**src/rtl/tps_pkg.sv**
```systemverilog
package tps_pkg;
  typedef enum logic [2:0] {
    ST_IDLE,
    ST_ARM,
    ST_DELAY,
    ST_PULSE,
    ST_RESET,
    ST_SETTLE
  } tps_state_e;
endpackage

```
**src/rtl/tps_edge_sync.sv**
```systemverilog
module tps_edge_sync #(
  parameter int SYNC_STAGES = 2
) (
  input  logic clk,
  input  logic rst,
  input  logic async_in,
  output logic rise
);
  logic [SYNC_STAGES-1:0] sync_q;
  logic                   prev_q;

  always_ff @(posedge clk) begin
    if (rst) begin
      sync_q <= '0;
      prev_q <= 1'b0;
    end else begin
      sync_q <= {sync_q[SYNC_STAGES-2:0], async_in};
      prev_q <= sync_q[SYNC_STAGES-1];
    end
  end

  assign rise = sync_q[SYNC_STAGES-1] & ~prev_q;

  // a detected edge lasts a single cycle
  assert_rise_single_R1: assert property (@(posedge clk) disable iff (rst)
    rise |=> !rise);
endmodule

```
**src/rtl/tps_sweep_step.sv**
```systemverilog
module tps_sweep_step #(
  parameter int CNT_W = 16
) (
  input  logic             clk,
  input  logic             rst,
  input  logic             load,
  input  logic             adv,
  input  logic [CNT_W-1:0] dly_lo,
  input  logic [CNT_W-1:0] dly_hi,
  input  logic [CNT_W-1:0] dly_inc,
  input  logic [CNT_W-1:0] wid_lo,
  input  logic [CNT_W-1:0] wid_hi,
  input  logic [CNT_W-1:0] wid_inc,
  output logic [CNT_W-1:0] cur_dly,
  output logic [CNT_W-1:0] cur_wid,
  output logic             done,
  output logic             last
);
  localparam int SUM_W = CNT_W + 1;

  logic [CNT_W-1:0] d_hi_q, d_inc_q, w_lo_q, w_hi_q, w_inc_q;
  logic [SUM_W-1:0] d_sum, w_sum;
  logic             d_end, w_end;

  assign d_sum = {1'b0, cur_dly} + {1'b0, d_inc_q};
  assign w_sum = {1'b0, cur_wid} + {1'b0, w_inc_q};
  assign d_end = (d_inc_q == '0) || (d_sum > {1'b0, d_hi_q});
  assign w_end = (w_inc_q == '0) || (w_sum > {1'b0, w_hi_q});
  assign last  = d_end && w_end;

  always_ff @(posedge clk) begin
    if (rst) begin
      cur_dly <= '0;
      cur_wid <= '0;
      done    <= 1'b0;
      d_hi_q  <= '0;
      d_inc_q <= '0;
      w_lo_q  <= '0;
      w_hi_q  <= '0;
      w_inc_q <= '0;
    end else if (load) begin
      cur_dly <= dly_lo;
      cur_wid <= wid_lo;
      done    <= 1'b0;
      d_hi_q  <= dly_hi;
      d_inc_q <= dly_inc;
      w_lo_q  <= wid_lo;
      w_hi_q  <= wid_hi;
      w_inc_q <= wid_inc;
    end else if (adv) begin
      if (!w_end) begin
        cur_wid <= w_sum[CNT_W-1:0];
      end else if (!d_end) begin
        cur_wid <= w_lo_q;
        cur_dly <= d_sum[CNT_W-1:0];
      end else begin
        done <= 1'b1;
      end
    end
  end

  // done only rises when a trial has just been closed
  assert_done_on_adv_R9: assert property (@(posedge clk) disable iff (rst)
    $rose(done) |-> $past(adv));
  // a load always leaves the sweep not done
  assert_load_clears_R10: assert property (@(posedge clk) disable iff (rst)
    load |=> !done);
endmodule

```
**src/rtl/tps_trial_seq.sv**
```systemverilog
module tps_trial_seq
  import tps_pkg::*;
#(
  parameter int CNT_W    = 16,
  parameter int SETTLE_W = 16,
  parameter int RST_LEN  = 16
) (
  input  logic                clk,
  input  logic                rst,
  input  logic                start,
  input  logic                rise,
  input  logic [CNT_W-1:0]    cur_dly,
  input  logic [CNT_W-1:0]    cur_wid,
  input  logic [SETTLE_W-1:0] settle_cyc,
  input  logic                last,
  output logic                load,
  output logic                adv,
  output logic                pulse_en,
  output logic                drive_oe,
  output logic                tgt_rst,
  output tps_state_e          state
);
  localparam int RST_W = $clog2(RST_LEN + 1);
  localparam int MX_A  = (CNT_W > SETTLE_W) ? CNT_W : SETTLE_W;
  localparam int CW    = (MX_A > RST_W) ? MX_A : RST_W;

  logic [CW-1:0] cnt;
  tps_state_e    fire_state;
  logic [CW-1:0] fire_cnt;
  logic          fire_pulse;
  logic          reset_done, settle_done;

  // values taken when the delay has expired
  always_comb begin
    if (cur_wid == '0) begin
      fire_state = ST_RESET;
      fire_cnt   = CW'(RST_LEN - 1);
      fire_pulse = 1'b0;
    end else begin
      fire_state = ST_PULSE;
      fire_cnt   = CW'(cur_wid) - CW'(1);
      fire_pulse = 1'b1;
    end
  end

  assign reset_done  = (state == ST_RESET) && (cnt == '0);
  assign settle_done = (state == ST_SETTLE) && (cnt == '0);
  assign load = (state == ST_IDLE) && start;
  assign adv  = (reset_done && (settle_cyc == '0)) || settle_done;

  always_ff @(posedge clk) begin
    if (rst) begin
      state    <= ST_IDLE;
      cnt      <= '0;
      pulse_en <= 1'b0;
      drive_oe <= 1'b0;
      tgt_rst  <= 1'b0;
    end else begin
      case (state)
        ST_IDLE: begin
          if (start) state <= ST_ARM;
        end
        ST_ARM: begin
          if (rise) begin
            if (cur_dly == '0) begin
              state    <= fire_state;
              cnt      <= fire_cnt;
              pulse_en <= fire_pulse;
              drive_oe <= fire_pulse;
              tgt_rst  <= ~fire_pulse;
            end else begin
              state <= ST_DELAY;
              cnt   <= CW'(cur_dly) - CW'(1);
            end
          end
        end
        ST_DELAY: begin
          if (cnt == '0) begin
            state    <= fire_state;
            cnt      <= fire_cnt;
            pulse_en <= fire_pulse;
            drive_oe <= fire_pulse;
            tgt_rst  <= ~fire_pulse;
          end else begin
            cnt <= cnt - CW'(1);
          end
        end
        ST_PULSE: begin
          if (cnt == '0) begin
            state    <= ST_RESET;
            cnt      <= CW'(RST_LEN - 1);
            pulse_en <= 1'b0;
            drive_oe <= 1'b0;
            tgt_rst  <= 1'b1;
          end else begin
            cnt <= cnt - CW'(1);
          end
        end
        ST_RESET: begin
          if (cnt == '0) begin
            tgt_rst <= 1'b0;
            if (settle_cyc == '0) begin
              state <= last ? ST_IDLE : ST_ARM;
            end else begin
              state <= ST_SETTLE;
              cnt   <= CW'(settle_cyc) - CW'(1);
            end
          end else begin
            cnt <= cnt - CW'(1);
          end
        end
        ST_SETTLE: begin
          if (cnt == '0) state <= last ? ST_IDLE : ST_ARM;
          else           cnt <= cnt - CW'(1);
        end
        default: state <= ST_IDLE;
      endcase
    end
  end

  // pulse and target reset never overlap
  assert_no_overlap_R3: assert property (@(posedge clk) disable iff (rst)
    !(pulse_en && tgt_rst));
  // the end of a pulse is followed straight away by the target reset
  assert_rst_follows_R3: assert property (@(posedge clk) disable iff (rst)
    $fell(pulse_en) |-> tgt_rst);
  // a pulse only starts for a non-zero width
  assert_zero_width_R4: assert property (@(posedge clk) disable iff (rst)
    $rose(pulse_en) |-> (cur_wid != '0));
  // the enable tracks the pulse
  assert_oe_track_R2: assert property (@(posedge clk) disable iff (rst)
    $rose(pulse_en) |-> $rose(drive_oe));
endmodule

```
**src/rtl/trig_pulse_sweeper.sv**
```systemverilog
module trig_pulse_sweeper
  import tps_pkg::*;
#(
  parameter int CNT_W       = 16,
  parameter int SETTLE_W    = 16,
  parameter int RST_LEN     = 16,
  parameter int SYNC_STAGES = 2
) (
  input  logic                clk,
  input  logic                rst,
  input  logic                trig_in,
  input  logic                start,
  input  logic [CNT_W-1:0]    dly_lo,
  input  logic [CNT_W-1:0]    dly_hi,
  input  logic [CNT_W-1:0]    dly_inc,
  input  logic [CNT_W-1:0]    wid_lo,
  input  logic [CNT_W-1:0]    wid_hi,
  input  logic [CNT_W-1:0]    wid_inc,
  input  logic [SETTLE_W-1:0] settle_cyc,
  output logic                pulse_en,
  output logic                drive_oe,
  output logic                tgt_rst,
  output logic [CNT_W-1:0]    cur_dly,
  output logic [CNT_W-1:0]    cur_wid,
  output logic                done
);
  logic       rise, load, adv, last;
  tps_state_e state;

  tps_edge_sync #(.SYNC_STAGES(SYNC_STAGES)) u_sync (
    .clk(clk), .rst(rst), .async_in(trig_in), .rise(rise)
  );

  tps_sweep_step #(.CNT_W(CNT_W)) u_sweep (
    .clk(clk), .rst(rst), .load(load), .adv(adv),
    .dly_lo(dly_lo), .dly_hi(dly_hi), .dly_inc(dly_inc),
    .wid_lo(wid_lo), .wid_hi(wid_hi), .wid_inc(wid_inc),
    .cur_dly(cur_dly), .cur_wid(cur_wid), .done(done), .last(last)
  );

  tps_trial_seq #(.CNT_W(CNT_W), .SETTLE_W(SETTLE_W), .RST_LEN(RST_LEN)) u_seq (
    .clk(clk), .rst(rst), .start(start), .rise(rise),
    .cur_dly(cur_dly), .cur_wid(cur_wid), .settle_cyc(settle_cyc), .last(last),
    .load(load), .adv(adv), .pulse_en(pulse_en), .drive_oe(drive_oe),
    .tgt_rst(tgt_rst), .state(state)
  );

  // a finished sweep leaves the sequencer idle
  assert_done_idle_R9: assert property (@(posedge clk) disable iff (rst)
    done |-> (state == ST_IDLE));
  // settings hold while a trial is under way
  assert_vals_stable_R11: assert property (@(posedge clk) disable iff (rst)
    ((state inside {ST_DELAY, ST_PULSE, ST_RESET}) &&
     ($past(state) inside {ST_DELAY, ST_PULSE, ST_RESET}))
    |-> ($stable(cur_dly) && $stable(cur_wid)));
endmodule

```
**config.mk**
```make
export PLATFORM = sky130hd
export DESIGN_NAME = trig_pulse_sweeper
export DESIGN_NICKNAME = d
export VERILOG_FILES = /design/src/rtl/tps_pkg.sv /design/src/rtl/tps_edge_sync.sv /design/src/rtl/tps_sweep_step.sv /design/src/rtl/tps_trial_seq.sv /design/src/rtl/trig_pulse_sweeper.sv
export SDC_FILE = /design/constraint.sdc
export NUM_CORES = 1
export LEC_CHECK = 0
export ABC_CLOCK_PERIOD_IN_PS = 5070
export BUFFER_PORTS_ARGS = -buffer_cell sky130_fd_sc_hd__clkbuf_2
export CAP_MARGIN = 20
export CORE_AREA = 2 2 155 157
export CTS_CLUSTER_DIAMETER = 50
export DETAILED_ROUTE_END_ITERATION = 6
export DIE_AREA = 0 0 157 159
export SLEW_MARGIN = 10
export SYNTH_ARGS = -nofsm -noshare
export SYNTH_HDL_FRONTEND = slang
export SYNTH_HIERARCHICAL = 1
export SYNTH_SLANG_ARGS = --single-unit
```
**constraint.sdc**
```tcl
create_clock -name clk -period 5.07 [get_ports clk]
set_input_delay 1.014 -clock clk [delete_from_list [all_inputs] [get_ports clk]]
set_output_delay 1.014 -clock clk [all_outputs]
set_load 0.02 [all_outputs]
```
Yosys cells after proc, flatten, opt, wreduce, memory -nomap -nowiden
Cells that the tools add are included.
{"block": "op_classes", "addsub": 6, "order_cmp": 2, "n_eq_ne": 16, "n_mux": 39, "n_bitwise": 2, "n_reduce_logical": 28}
{"cell": "$mux 16", "n": 16}
{"cell": "$logic_not 16->1", "n": 6}
{"cell": "$pmux 16 s5", "n": 1}
{"cell": "$sub 16x1->16 const B", "n": 4}
{"cell": "$add 16x16->17", "n": 2}
{"cell": "$gt 17x16->1", "n": 2}
{"cell": "$mux 3", "n": 9}
{"cell": "$pmux 3 s6", "n": 1}
{"cell": "$ne 2x2->1 const B", "n": 6}
{"cell": "$reduce_and 6->1", "n": 2}
{"cell": "$mux 1", "n": 10}
{"cell": "$eq 3x2->1 const B", "n": 2}
{"cell": "$eq 3x3->1 const B", "n": 2}
{"cell": "$ne 2x1->1 const B", "n": 3}
{"cell": "$ne 3x3->1 const B", "n": 2}
{"cell": "$reduce_and 3->1", "n": 2}
{"cell": "$logic_and 1x1->1", "n": 5}
{"cell": "$reduce_and 5->1", "n": 1}
{"cell": "$reduce_bool 5->1", "n": 1}
{"cell": "$pmux 1 s4", "n": 1}
{"cell": "$reduce_and 4->1", "n": 1}
{"cell": "$reduce_bool 2->1", "n": 2}
{"cell": "$reduce_bool 4->1", "n": 1}
{"cell": "$eq 3x1->1 const B", "n": 1}
{"cell": "other kinds (8)", "n": 10}
{"block": "totals", "register_bits": 137, "inputBits": 116, "output_inout_bits": 36, "word_cells": 107}

Depth between registers and ports, before layout
Gate-level depths: netlist (run 1).
{"block": "depth", "depth_word": 8, "mapped_depth": 21, "depth_no_buf": 20}

Hierarchy
The synthesis (run 1) kept the hierarchy.
{"module": "tps_sweep_step", "instances": 1, "cells_per_inst": 729, "area_each_um2": 6646.4, "seq_area_each_um2": 2262.2}
{"module": "tps_trial_seq", "instances": 1, "cells_per_inst": 427, "area_each_um2": 2946.6, "seq_area_each_um2": 420.4}
{"module": "tps_edge_sync", "instances": 1, "cells_per_inst": 7, "area_each_um2": 87.6, "seq_area_each_um2": 60.1}

Worst setup path after synthesis (run 1)
No wires, ideal clock.
{"block": "synth_timing", "path_kind": "register -> register", "from": "reg u_sweep.cur_wid[0]", "to": "reg u_seq.state[0]", "setup_ns": 0.065, "t_arrival_ns": 4.196, "required_ns": 5.005, "setup_slack_ns": 0.809, "path_stages_with_launch": 20, "n_path_buf": 1, "period_less_slack_ns": 4.261, "cell_sequence": "dfxtp_1 ha_1 fa_1 a211oi_1 o21bai_1 a311oi_2 o21ai_0 xnor2_1 ha_1 nand4_1 o21ai_0 a2111o_1 o32ai_2 a22o_2 inv_2 buf_6 o21a_1 o21ai_0 a32oi_1 nor2_1"}
{"block": "synth_between", "elab_chain_cells": 8, "word_cells_on_any_way": 14, "cone_classes": "add/sub: 1; order compare: 1; mux: 9; reduce/logical: 3"}
{"element": "start: declaration", "line": "tps_sweep_step.sv:15", "rtl": "output logic [CNT_W-1:0] cur_wid,"}
{"element": "start signal: assignment", "line": "tps_sweep_step.sv:43", "rtl": "cur_wid <= wid_lo;"}
{"element": "start signal: assignment", "line": "tps_sweep_step.sv:52", "rtl": "cur_wid <= w_sum[CNT_W-1:0];"}
{"element": "start signal: assignment", "line": "tps_sweep_step.sv:54", "rtl": "cur_wid <= w_lo_q;"}
{"element": "$add 16x16->17 (*)", "line": "tps_sweep_step.sv:26", "rtl": "assign w_sum = {1'b0, cur_wid} + {1'b0, w_inc_q};"}
{"element": "$gt 17x16->1 (*)", "line": "tps_sweep_step.sv:28", "rtl": "assign w_end = (w_inc_q == '0) || (w_sum > {1'b0, w_hi_q});"}
{"element": "$logic_or 1x1->1 (*)", "line": "tps_sweep_step.sv:28"}
{"element": "$logic_and 1x1->1 (*)", "line": "tps_sweep_step.sv:29", "rtl": "assign last = d_end && w_end;"}
{"element": "net last", "line": "trig_pulse_sweeper.sv:27", "rtl": "logic rise, load, adv, last;"}
{"element": "$mux 1 (*)", "line": "tps_trial_seq.sv:103, tps_trial_seq.sv:113"}
{"element": "$mux 3", "line": "tps_trial_seq.sv:102", "rtl": "if (settle_cyc == '0) begin"}
{"element": "$mux 3", "line": "tps_trial_seq.sv:100", "rtl": "if (cnt == '0) begin"}
{"element": "$pmux 3 s6 (*)", "line": "tps_trial_seq.sv:59", "rtl": "case (state)"}
{"element": "end signal: assignment", "line": "tps_trial_seq.sv:66", "rtl": "state <= fire_state;"}
{"element": "end signal: assignment", "line": "tps_trial_seq.sv:103", "rtl": "state <= last ? ST_IDLE : ST_ARM;"}
{"element": "end signal: assignment", "line": "tps_trial_seq.sv:113", "rtl": "if (cnt == '0) state <= last ? ST_IDLE : ST_ARM;"}
{"element": "end: declaration", "line": "tps_trial_seq.sv:21", "rtl": "output tps_state_e state"}
The timed path passes the listed nets; every way through them passes the cells marked *. The select of a mux whose other input is x is not followed.
A chain may end at the register's enable or synchronous reset.

Worst setup path after layout (run 1)
{"block": "layout_timing", "from": "reg u_sweep.w_inc_q[0]", "to": "reg u_sweep.cur_wid[14]"}
{"block": "layout_between", "elab_chain_cells": 6, "word_cells_on_any_way": 9, "cone_classes": "add/sub: 1; order compare: 1; eq/ne: 1; mux: 3; reduce/logical: 3"}
{"element": "start: declaration", "line": "tps_sweep_step.sv:21", "rtl": "logic [CNT_W-1:0] d_hi_q, d_inc_q, w_lo_q, w_hi_q, w_inc_q;"}
{"element": "start signal: assignment", "line": "tps_sweep_step.sv:49", "rtl": "w_inc_q <= wid_inc;"}
{"element": "$add 16x16->17", "line": "tps_sweep_step.sv:26"}
{"element": "$gt 17x16->1", "line": "tps_sweep_step.sv:28"}
{"element": "$logic_or 1x1->1", "line": "tps_sweep_step.sv:28"}
{"element": "$mux 16", "line": "tps_sweep_step.sv:51", "rtl": "if (!w_end) begin"}
{"element": "$mux 16", "line": "tps_sweep_step.sv:50", "rtl": "end else if (adv) begin"}
{"element": "$mux 16", "line": "tps_sweep_step.sv:41", "rtl": "end else if (load) begin"}
Parallel ways exist; a longest one is shown, timed or not. The select of a mux whose other input is x is not followed.

==> impl_results.rst, run 1 <==
.. list-table::
   :header-rows: 1

   * - Metric
     - Value
   * - Number of iterations in the first detailed-routing pass
     - 5
   * - FF-to-FF Start
     - u_sweep/w_inc_q[0]
   * - Clock transition at the register clock pins on the worst setup and hold paths after CTS
     - roughly 0.070 ns
   * - Library cells used by synthesis
     - between 80 and 90
   * - Number of nets in the synthesized netlist
     - about 1400
   * - Buffers and inverters on the worst path
     - 0
   * - Cell Count Post-Placement
     - 1604
   * - Sort of element at the start of the critical path
     - register
   * - Outcome
     - complete, no violations
   * - Sequential-to-total area share from yosys stat
     - 0.283
   * - Leading area contributor after synthesis
     - sky130_fd_sc_hd__dfxtp_1
   * - Number of port buffers
     - ~150
   * - Fill count
     - about 2300
   * - Max Transition Viols Final
     - 0
   * - Final clock skew
     - approximately 0.0094 ns
   * - Total routing resource utilization after global routing
     - 0.249
   * - Number of DRC markers after the initial detailed-route iteration
     - about 720
   * - Chain of cells forming the critical path
     - ha_1 -> fa_1 -> a211oi_1 -> o21bai_1 -> a311oi_2 -> o21ai_0 -> xnor2_1 -> ha_1 -> nand4_1 -> o21ai_0 -> a2111o_1 -> o32ai_2 -> a22o_2 -> a211oi_2 -> a2111o_1
   * - Type of element capturing the critical path
     - register
   * - Number of top-level pins
     - ~150
   * - Post-synthesis share of cell area spent on full adders, half adders and majority gates
     - 0.0959
   * - Setup TNS
     - 0 ns
   * - Maximum root-to-sink buffer count
     - 2
   * - Clock Sink Count
     - 137
   * - Final non-filler cell total
     - about 1600
   * - Endpoints failing setup
     - 0
   * - First-pass GRT wire length
     - 48700 um
   * - Total length of routed wires
     - 31300 um
   * - Async set or reset register ratio after synthesis
     - 0
   * - Post-DR wirelength/cell
     - approximately 19 um
   * - Remaining max-slew budget at the tightest pin
     - 0.337
   * - Post-synthesis area per instance
     - 8.32 sq um
   * - Post-synth top area share
     - 0.283
   * - Final cell utilization of the core
     - 0.493
   * - Primary FF master, synth
     - sky130_fd_sc_hd__dfxtp_1
   * - Number of clock buffers inserted by TritonCTS
     - 17
   * - Net total in the final layout
     - roughly 1500
   * - Setup repair after global routing missed its margin
     - no
   * - Power density over the cells
     - about 660 nW/um^2
   * - Share of the synthesized area in compound gates (AO/OA/AOI/OAI)
     - 0.221
   * - Data arrival, critical path
     - around 5.0 ns
   * - Cell area after synthesis
     - roughly 9700 sq um
   * - Clk Latency, worst-skew pair
     - around 0.43 ns
   * - Worst VDD drop
     - ~0.37 mV
   * - Signed area change from the synthesized netlist to the final layout
     - 18.2%
   * - Clock H-tree levels
     - 4
   * - Pin slew with the least headroom to its limit
     - a little under 1 ns
   * - Instance count of the mapped netlist
     - about 1200
   * - Simple-gate area share of the yosys netlist
     - 0.199
   * - Crit Path Max Fanout
     - 12
   * - Highest attainable clock frequency
     - between 200 and 250 MHz
   * - Worst Hold Launch
     - u_sync/sync_q[0]
   * - Proportion of layout cells with a drive suffix above 1
     - 0.193
   * - Area contributors post-synth
     - sky130_fd_sc_hd__dfxtp_1, sky130_fd_sc_hd__mux2i_1, sky130_fd_sc_hd__ha_1
   * - Maximum number of pins on one net before global-route repair
     - about 60
   * - Clock tree root buffer cell
     - sky130_fd_sc_hd__clkbuf_16
   * - Count of endpoints failing hold in the final timing report
     - 0
   * - Clock tree from TritonCTS
     - yes
   * - Combinational family with the most area after synthesis
     - compound AO/OA/AOI/OAI gates
   * - Site Rows
     - 56
   * - Number of antenna-violating nets in the routed design
     - 0
   * - Final Wtd Congestion
     - slightly above 0.9
   * - Standard cell with the maximum stage delay on the critical path
     - sky130_fd_sc_hd__a2111o_1
   * - Via count of the first global-routing pass
     - ~8800
   * - Delay of the slowest cell on the worst path
     - approximately 0.46 ns
   * - Final critical-path required period
     - 4.66 ns
   * - Worst setup slack after placement
     - 0.299 ns
   * - Required time reported for the critical path endpoint
     - about 5.4 ns
   * - Via-per-instance ratio
     - 5.69
   * - DRC
     - 0
   * - Initial core utilization
     - 0.417
   * - GRT Residual Overflow
     - 0
   * - Crit path from
     - u_sweep/w_inc_q[0]
   * - Die outline area
     - between 20000 and 25000 sq um
   * - Crit Path Class
     - register to register
   * - Yosys Warn Count
     - 6
   * - Die width
     - roughly 160 um
   * - Detailed-route via count
     - between 9000 and 10000
   * - Standby leakage power
     - 4.95 nW
   * - Final worst-path setup slack
     - around 0.41 ns
   * - Initial antenna violation count
     - 2
   * - Number of maximum-capacitance constraint violations
     - 0
   * - Synthesized-area fraction occupied by xor and xnor cells
     - 0.0606
   * - Die span in y
     - about 160 um
   * - Placeable core area
     - roughly 23000 sq um
   * - Portion of the clock cycle consumed by the worst path in the final layout
     - 0.919
   * - Placed wire-length estimate after detailed placement
     - around 24000 um
   * - Path type of the worst min-delay path
     - register to register
   * - EDFF count, synth
     - 0
   * - Register bit total from synthesis
     - between 100 and 150
   * - Multiplexer area fraction after synthesis
     - 0.0920
   * - Largest delay contributor family on the critical path
     - compound AO/OA/AOI/OAI gates
synth_stat cells, drive strengths merged, types with 8 or more instances:
master	number
nor2	139
dfxtp	137
mux2i	89
nand2	86
ha	71
a21oi	70
inv	56
xnor2	46
o21ai	38
clkbuf	35
nor3	32
nand3	26
nor4	25
o21a	22
xor2	21
a211oi	20
buf	19
a21o	17
o221a	15
nand4	13
o32ai	13
o22ai	12
nor2b	11
o211ai	9
nand2b	8
o221ai	8
cells in the final DEF, fill, tap and decap left out, types with 5 or more instances in the layout:
master and instances:
sky130_fd_sc_hd__o21ai_0 31, sky130_fd_sc_hd__or3_1 7, sky130_fd_sc_hd__a211oi_1 18, sky130_fd_sc_hd__a22oi_1 6, sky130_fd_sc_hd__a311oi_1 5, sky130_fd_sc_hd__o32ai_1 12
sky130_fd_sc_hd__nor2_1 138, sky130_fd_sc_hd__a31oi_1 7, sky130_fd_sc_hd__ha_1 71, sky130_fd_sc_hd__nor3b_1 7, sky130_fd_sc_hd__nand2_1 84, sky130_fd_sc_hd__a21oi_1 69
sky130_fd_sc_hd__o21ai_1 7, sky130_fd_sc_hd__dfxtp_1 137, sky130_fd_sc_hd__o221a_2 8, sky130_fd_sc_hd__inv_1 55, sky130_fd_sc_hd__nand2b_1 6, sky130_fd_sc_hd__nor4_1 20
sky130_fd_sc_hd__clkbuf_2 150, sky130_fd_sc_hd__o221ai_1 8, sky130_fd_sc_hd__o21bai_1 7, sky130_fd_sc_hd__and2_1 5, sky130_fd_sc_hd__xnor2_1 46, sky130_fd_sc_hd__buf_4 32
sky130_fd_sc_hd__mux2i_1 89, sky130_fd_sc_hd__o221a_1 7, sky130_fd_sc_hd__o31ai_1 6, sky130_fd_sc_hd__nand3_1 26, sky130_fd_sc_hd__xor2_1 21, sky130_fd_sc_hd__clkbuf_16 17
sky130_fd_sc_hd__nor3_1 31, sky130_fd_sc_hd__o22ai_1 12, sky130_fd_sc_hd__a21o_1 17, sky130_fd_sc_hd__nor2b_1 10, sky130_fd_sc_hd__o211ai_1 9, sky130_fd_sc_hd__nand4_1 12
sky130_fd_sc_hd__o21a_1 22, sky130_fd_sc_hd__or2_2 5
final timing paths:
check	endpoint	slack, ns	cells after the start
worst min-delay path	u_sync/sync_q[1]	0.44	1
worst max-delay path	u_sweep/cur_wid[14]	0.41	15
worst min register to register	u_sync/sync_q[1]	0.44	1
worst max register to register	u_sweep/cur_wid[14]	0.41	15
cell families after synthesis:
logic type | Yosys count
compound gates | 298
xor+xnor | 67
fa+ha+maj | 73
buf+inv | 112
flops | 137
mux | 89
simple gates | 387
cell type report:
type | instances | area, sq um | share of cell area
multi-input combinational | 914 | 6480 | 0.567
sequential | 137 | 2740 | 0.240
timing repair buffer | 182 | 991 | 0.0866
clock buffer | 19 | 443 | 0.0387
tap | 319 | 399 | 0.0349
inverter | 58 | 218 | 0.0190
clock inverter | 13 | 156 | 0.0137
antenna | 2 | 5.00 | 0.000437
per-stage QoR:
step,power (mW),hold slack (ns),instance area (sq um)
after floorplan,4.91,0.414,9680
after global placement,6.03,0.424,10800
after detailed placement,6.06,0.437,10800
after CTS,7.37,0.451,11400
after global routing,8.05,0.468,11400
final,7.54,0.445,11400
routing by layer:
layer | routed length (um) | GRT usage
met5 | 0 | 0
met4 | 817 | 0.0809
met3 | 1710 | 0.0433
met2 | 14400 | 0.392
met1 | 14300 | 0.345
report_power, final:
| part | total, mW | switching (mW) | internal [mW] |
|---|---|---|---|
| clock | 1.28 | 0.534 | 0.750 |
| combinational | 4.59 | 2.83 | 1.77 |
| sequential | 1.66 | 0.325 | 1.33 |
| total | 7.54 | 3.68 | 3.85 |
timing repair:
item,CTS,global route
setup endpoints to repair,0,15
hold buffers,0,0
gates resized for setup,0,2
buffers inserted,0,6
flip-flops by register name (all words and copies together), names as in the netlist, 3 cells and up:
signal / flops
u_sweep/w_inc_q: 16
u_sweep/cur_dly: 16
u_seq/state: 3
u_sweep/cur_wid: 16
u_sweep/d_hi_q: 16
u_seq/cnt: 16
u_sweep/w_lo_q: 16
u_sweep/d_inc_q: 16
u_sweep/w_hi_q: 16
Power figures use the tool's default switching activity.
==> run 2, diff against run 1 <==
--- a/config.mk
+++ b/config.mk
@@ -8,12 +8,11 @@
 export ABC_CLOCK_PERIOD_IN_PS = 5070
 export BUFFER_PORTS_ARGS = -buffer_cell sky130_fd_sc_hd__clkbuf_2
 export CAP_MARGIN = 20
-export CORE_AREA = 2 2 155 157
+export CORE_AREA = 2 2 153 155
 export CTS_CLUSTER_DIAMETER = 50
 export DETAILED_ROUTE_END_ITERATION = 6
-export DIE_AREA = 0 0 157 159
+export DIE_AREA = 0 0 155 157
 export SLEW_MARGIN = 10
 export SYNTH_ARGS = -nofsm -noshare
 export SYNTH_HDL_FRONTEND = slang
-export SYNTH_HIERARCHICAL = 1
 export SYNTH_SLANG_ARGS = --single-unit
==> impl_results.rst, run 2 <==
.. list-table::
   :header-rows: 1

   * - Metric
     - Value
   * - Yosys Warn Count
     - 0 (was 6)
   * - Worst VDD drop
     - 0.193 mV (was 0.369 mV)
   * - Number of port buffers
     - 151 (unchanged)
   * - Number of DRC markers after the initial detailed-route iteration
     - 889 (was 715)
   * - Pin slew with the least headroom to its limit
     - 0.995 ns (was 0.987 ns)
   * - Net total in the final layout
     - 1565 (was 1499)
   * - Hold Path Stages
     - 2 (was 1)
   * - Library cells used by synthesis
     - 77 (was 88)
   * - Standby leakage power
     - 4.77 nW (was 4.95 nW)
   * - Power density over the cells
     - 397 nW/um^2 (was 659 nW/um^2)
   * - Final Wtd Congestion
     - 0.923 (was 0.929)
   * - FF-to-FF Start
     - u_sweep.cur_dly[0] (was u_sweep/w_inc_q[0])
   * - Number of clock buffers inserted by TritonCTS
     - 17 (unchanged)
   * - Outcome
     - complete, no violations (unchanged)
   * - Number of top-level pins
     - 152 (unchanged)
   * - Length in cells of the worst reg-to-reg path
     - 18 (was 15)
   * - Hold EP
     - u_sweep.d_hi_q[7] (was u_sync/sync_q[1])
   * - Clock Sink Count
     - 137 (unchanged)
   * - Fill count
     - 2313 (was 2268)
   * - First-pass GRT wire length
     - 48100 um (was 48700 um)
   * - GRT Residual Overflow
     - 0 (unchanged)
   * - Number of antenna-violating nets in the routed design
     - 0 (unchanged)
   * - Endpoints failing setup
     - 0 (unchanged)
   * - Crit Path Max Fanout
     - 8 (was 12)
   * - Post-synthesis area per instance
     - 7.53 sq um (was 8.32 sq um)
   * - Via count of the first global-routing pass
     - 8725 (was 8752)
   * - Number of iterations in the first detailed-routing pass
     - 5 (unchanged)
   * - Site Rows
     - 55 (was 56)
   * - Most numerous cell types in the synthesized netlist
     - sky130_fd_sc_hd__nand2_1, sky130_fd_sc_hd__a21oi_1, sky130_fd_sc_hd__dfxtp_1 (was sky130_fd_sc_hd__nor2_1, sky130_fd_sc_hd__dfxtp_1, sky130_fd_sc_hd__mux2i_1)
   * - Placeable core area
     - 22500 sq um (was 23200 sq um)
   * - Initial antenna violation count
     - 0 (was 2)
   * - Die outline area
     - 24300 sq um (was 25000 sq um)
   * - Setup repair after global routing missed its margin
     - no (unchanged)
   * - Worst setup slack after placement
     - 0.353 ns (was 0.299 ns)
   * - Final clock skew
     - 0.0155 ns (was 0.00936 ns)
   * - Type of element capturing the critical path
     - register (unchanged)
   * - Clk Latency, worst-skew pair
     - 0.44 ns (was 0.43 ns)
   * - Number of maximum-capacitance constraint violations
     - 0 (unchanged)
   * - Post-DR wirelength/cell
     - 18.4 um (was 19.0 um)
   * - Max Transition Viols Final
     - 0 (unchanged)
   * - Portion of the clock cycle consumed by the worst path in the final layout
     - 0.934 (was 0.919)
   * - EDFF count, synth
     - 0 (unchanged)
   * - Instance count of the mapped netlist
     - 1239 (was 1163)
   * - Proportion of layout cells with a drive suffix above 1
     - 0.178 (was 0.193)
   * - Die width
     - 155 um (was 157 um)
   * - Crit Path Class
     - register to register (unchanged)
   * - Remaining max-slew budget at the tightest pin
     - 0.331 (was 0.337)
   * - Worst Hold Launch
     - u_sweep.d_hi_q[7] (was u_sync/sync_q[0])
   * - Sequential-to-total area share from yosys stat
     - 0.294 (was 0.283)
   * - DRC
     - 0 (unchanged)
   * - Signed area change from the synthesized netlist to the final layout
     - 17.8% (was 18.2%)
   * - Cell area after synthesis
     - 9330 sq um (was 9680 sq um)
   * - Leading cell type in the layout, fill and taps excluded
     - sky130_fd_sc_hd__nand2_1 (was sky130_fd_sc_hd__clkbuf_2)
   * - Sort of element at the start of the critical path
     - register (unchanged)
   * - Count of endpoints failing hold in the final timing report
     - 0 (unchanged)
   * - Clock tree root buffer cell
     - sky130_fd_sc_hd__clkbuf_16 (unchanged)
   * - Clock tree from TritonCTS
     - yes (unchanged)
   * - Reg2Reg Capture Point
     - u_sweep.cur_wid[3] (was u_sweep/cur_wid[14])
   * - Register bit total from synthesis
     - 137 (unchanged)
   * - Maximum root-to-sink buffer count
     - 2 (unchanged)
   * - Clock H-tree levels
     - 4 (unchanged)
   * - Required time reported for the critical path endpoint
     - 5.38 ns (about the same)
   * - Most frequent cells in the layout
     - sky130_fd_sc_hd__nand2_1, sky130_fd_sc_hd__clkbuf_2, sky130_fd_sc_hd__a21oi_1 (was sky130_fd_sc_hd__clkbuf_2, sky130_fd_sc_hd__nor2_1, sky130_fd_sc_hd__dfxtp_1)
   * - Placed wire-length estimate after detailed placement
     - 23600 um (was 24200 um)
   * - Clock transition at the register clock pins on the worst setup and hold paths after CTS
     - 0.07 ns (about the same)
   * - Total length of routed wires
     - 30800 um (was 31300 um)
   * - Antenna Cells
     - 0 (was 2)
   * - Leading area contributor after synthesis
     - sky130_fd_sc_hd__dfxtp_1 (unchanged)
   * - Initial core utilization
     - 0.414 (was 0.417)
   * - Most numerous cell in the Yosys netlist
     - sky130_fd_sc_hd__nand2_1 (was sky130_fd_sc_hd__nor2_1)
   * - Async set or reset register ratio after synthesis
     - 0 (unchanged)
   * - Maximum number of pins on one net before global-route repair
     - 83 (was 61)
   * - Path type of the worst min-delay path
     - register to register (unchanged)
   * - Setup slack on the worst flop-to-flop path
     - 0.33 ns (was 0.41 ns)
   * - Final critical-path required period
     - 4.74 ns (was 4.66 ns)
   * - Highest attainable clock frequency
     - 211 MHz (was 215 MHz)
   * - Post-synth top area share
     - 0.294 (was 0.283)
   * - Data arrival, critical path
     - 5.05 ns (was 4.96 ns)
   * - Final worst-path setup slack
     - 0.333 ns (was 0.411 ns)
   * - Total routing resource utilization after global routing
     - 0.254 (was 0.249)
   * - Primary FF master, synth
     - sky130_fd_sc_hd__dfxtp_1 (unchanged)
   * - Detailed-route via count
     - 9496 (was 9350)
   * - Area contributors post-synth
     - sky130_fd_sc_hd__dfxtp_1, sky130_fd_sc_hd__ha_1, sky130_fd_sc_hd__nand2_1 (was sky130_fd_sc_hd__dfxtp_1, sky130_fd_sc_hd__mux2i_1, sky130_fd_sc_hd__ha_1)
   * - Setup TNS
     - 0 ns (unchanged)
   * - Number of nets in the synthesized netlist
     - 1428 (was 1352)
   * - Via-per-instance ratio
     - 5.67 (was 5.69)
   * - Die span in y
     - 157 um (was 159 um)
[run 2: changes by cell type in the layout (fill, tap and decap cells not counted), moves of 6 or more]
cell / previous run / this run
sky130_fd_sc_hd__o221a_1: 7 / 0
sky130_fd_sc_hd__o32ai_1: 12 / 1
sky130_fd_sc_hd__inv_1: 55 / 48
sky130_fd_sc_hd__nor3_1: 31 / 38
sky130_fd_sc_hd__o21a_1: 22 / 7
sky130_fd_sc_hd__xor2_1: 21 / 27
sky130_fd_sc_hd__a21oi_1: 69 / 141
sky130_fd_sc_hd__mux2i_1: 89 / 8
sky130_fd_sc_hd__o221a_2: 8 / 15
sky130_fd_sc_hd__o21ai_0: 31 / 55
sky130_fd_sc_hd__a22o_1: 0 / 8
sky130_fd_sc_hd__nor2_1: 138 / 105
sky130_fd_sc_hd__nand2_1: 84 / 224
[run 2: critical path: stages (launching register included)]
cell                       delay, ns
sky130_fd_sc_hd__dfxtp_1        0.38
sky130_fd_sc_hd__ha_1           0.27
sky130_fd_sc_hd__fa_1           0.42
sky130_fd_sc_hd__a211o_1        0.31
sky130_fd_sc_hd__a21oi_1        0.22
sky130_fd_sc_hd__o31ai_2        0.14
sky130_fd_sc_hd__nor4_1         0.26
sky130_fd_sc_hd__o41ai_1        0.14
sky130_fd_sc_hd__a21oi_1        0.19
sky130_fd_sc_hd__xnor2_1        0.13
sky130_fd_sc_hd__ha_1           0.30
sky130_fd_sc_hd__and3_1         0.17
sky130_fd_sc_hd__nand2_1        0.09
sky130_fd_sc_hd__o21ai_0        0.15
sky130_fd_sc_hd__o31ai_1        0.10
sky130_fd_sc_hd__and4_2         0.31
sky130_fd_sc_hd__o211ai_1       0.62
sky130_fd_sc_hd__a21oi_1        0.11
sky130_fd_sc_hd__a221o_1        0.31
[run 2: metrics by stage]
stage / hold WS (ns) / utilization / power, mW / std cells / area (sq um)
6_report: 0.455 / 0.488 / 4.36 / 1674 / 11000
5_1_grt: 0.477 / 0.488 / 4.62 / 1674 / 11000
4_1_cts: 0.457 / 0.486 / 4.32 / 1671 / 10900
3_5_place_dp: 0.443 / 0.461 / 3.10 / 1639 / 10400
3_3_place_gp: 0.440 / 0.461 / 3.09 / 1639 / 10400
2_1_floorplan: 0.414 / - / 2.56 / 1239 / 9330
[run 2: cells by family (layout without fill, tap and decap cells)]
group                    Yosys count  after routing  synth area share
AO/OA/AOI/OAI                    348            348             0.240
XOR/XNOR                          71             71            0.0667
adder cells (fa/ha/maj)           73             73            0.0995
buffers and inverters            109            259            0.0475
flip-flops                       137            137             0.294
multiplexers                       8              8           0.00859
AND/OR/NAND/NOR                  493            493             0.244
[run 2: repair_timing]
action | 4_1_cts | 5_1_grt
setup buffers | 0 | 3
endpoints found under the setup margin | 0 | 25
hold buffers | 0 | 0
resized for setup | 0 | 4
[run 2: how the worst max path moves through the flow]
stage / start / end / slack (ns) / cells after the start
floorplan: u_sweep.cur_dly[0] / u_sweep.cur_wid[13] / 0.76 / 21
global placement: u_sweep.cur_wid[0] / u_sweep.cur_wid[3] / 0.47 / 16
detailed placement: u_sweep.cur_dly[0] / u_sweep.cur_dly[9] / 0.35 / 18
CTS: u_sweep.cur_dly[0] / u_sweep.cur_dly[4] / 0.29 / 18
global route: u_sweep.cur_dly[0] / u_sweep.cur_dly[15] / 0.03 / 19
finish: u_sweep.cur_dly[0] / u_sweep.cur_wid[3] / 0.33 / 18
[run 2: metal layers]
metal | global-route usage | share of wire | vias to the layer above | routed length (um)
li1 | - | - | 4715 | -
met1 | 0.362 | 0.47 | 4397 | 14600
met2 | 0.382 | 0.43 | 334 | 13300
met3 | 0.0430 | 0.069 | 50 | 2110
met4 | 0.0957 | 0.026 | 0 | 816
met5 | 0 | 0 | - | 0
[run 2: layout make-up]
type | instances | area (sq um) | share of cell area
Inverter | 48 | 180 | 0.0164
Multi-Input combinational cell | 993 | 6160 | 0.561
Tap cell | 285 | 357 | 0.0325
Clock buffer | 18 | 429 | 0.0391
Timing Repair Buffer | 179 | 981 | 0.0893
Sequential cell | 137 | 2740 | 0.250
Clock inverter | 14 | 133 | 0.0121
[run 2: report_power, final]
group	total, mW	switching (mW)	leakage, nW	internal (mW)
registers	1.31	0.128	1.12	1.18
logic	1.84	1.13	3.38	0.708
clock network	1.22	0.570	0.263	0.646
total	4.36	1.83	4.77	2.54
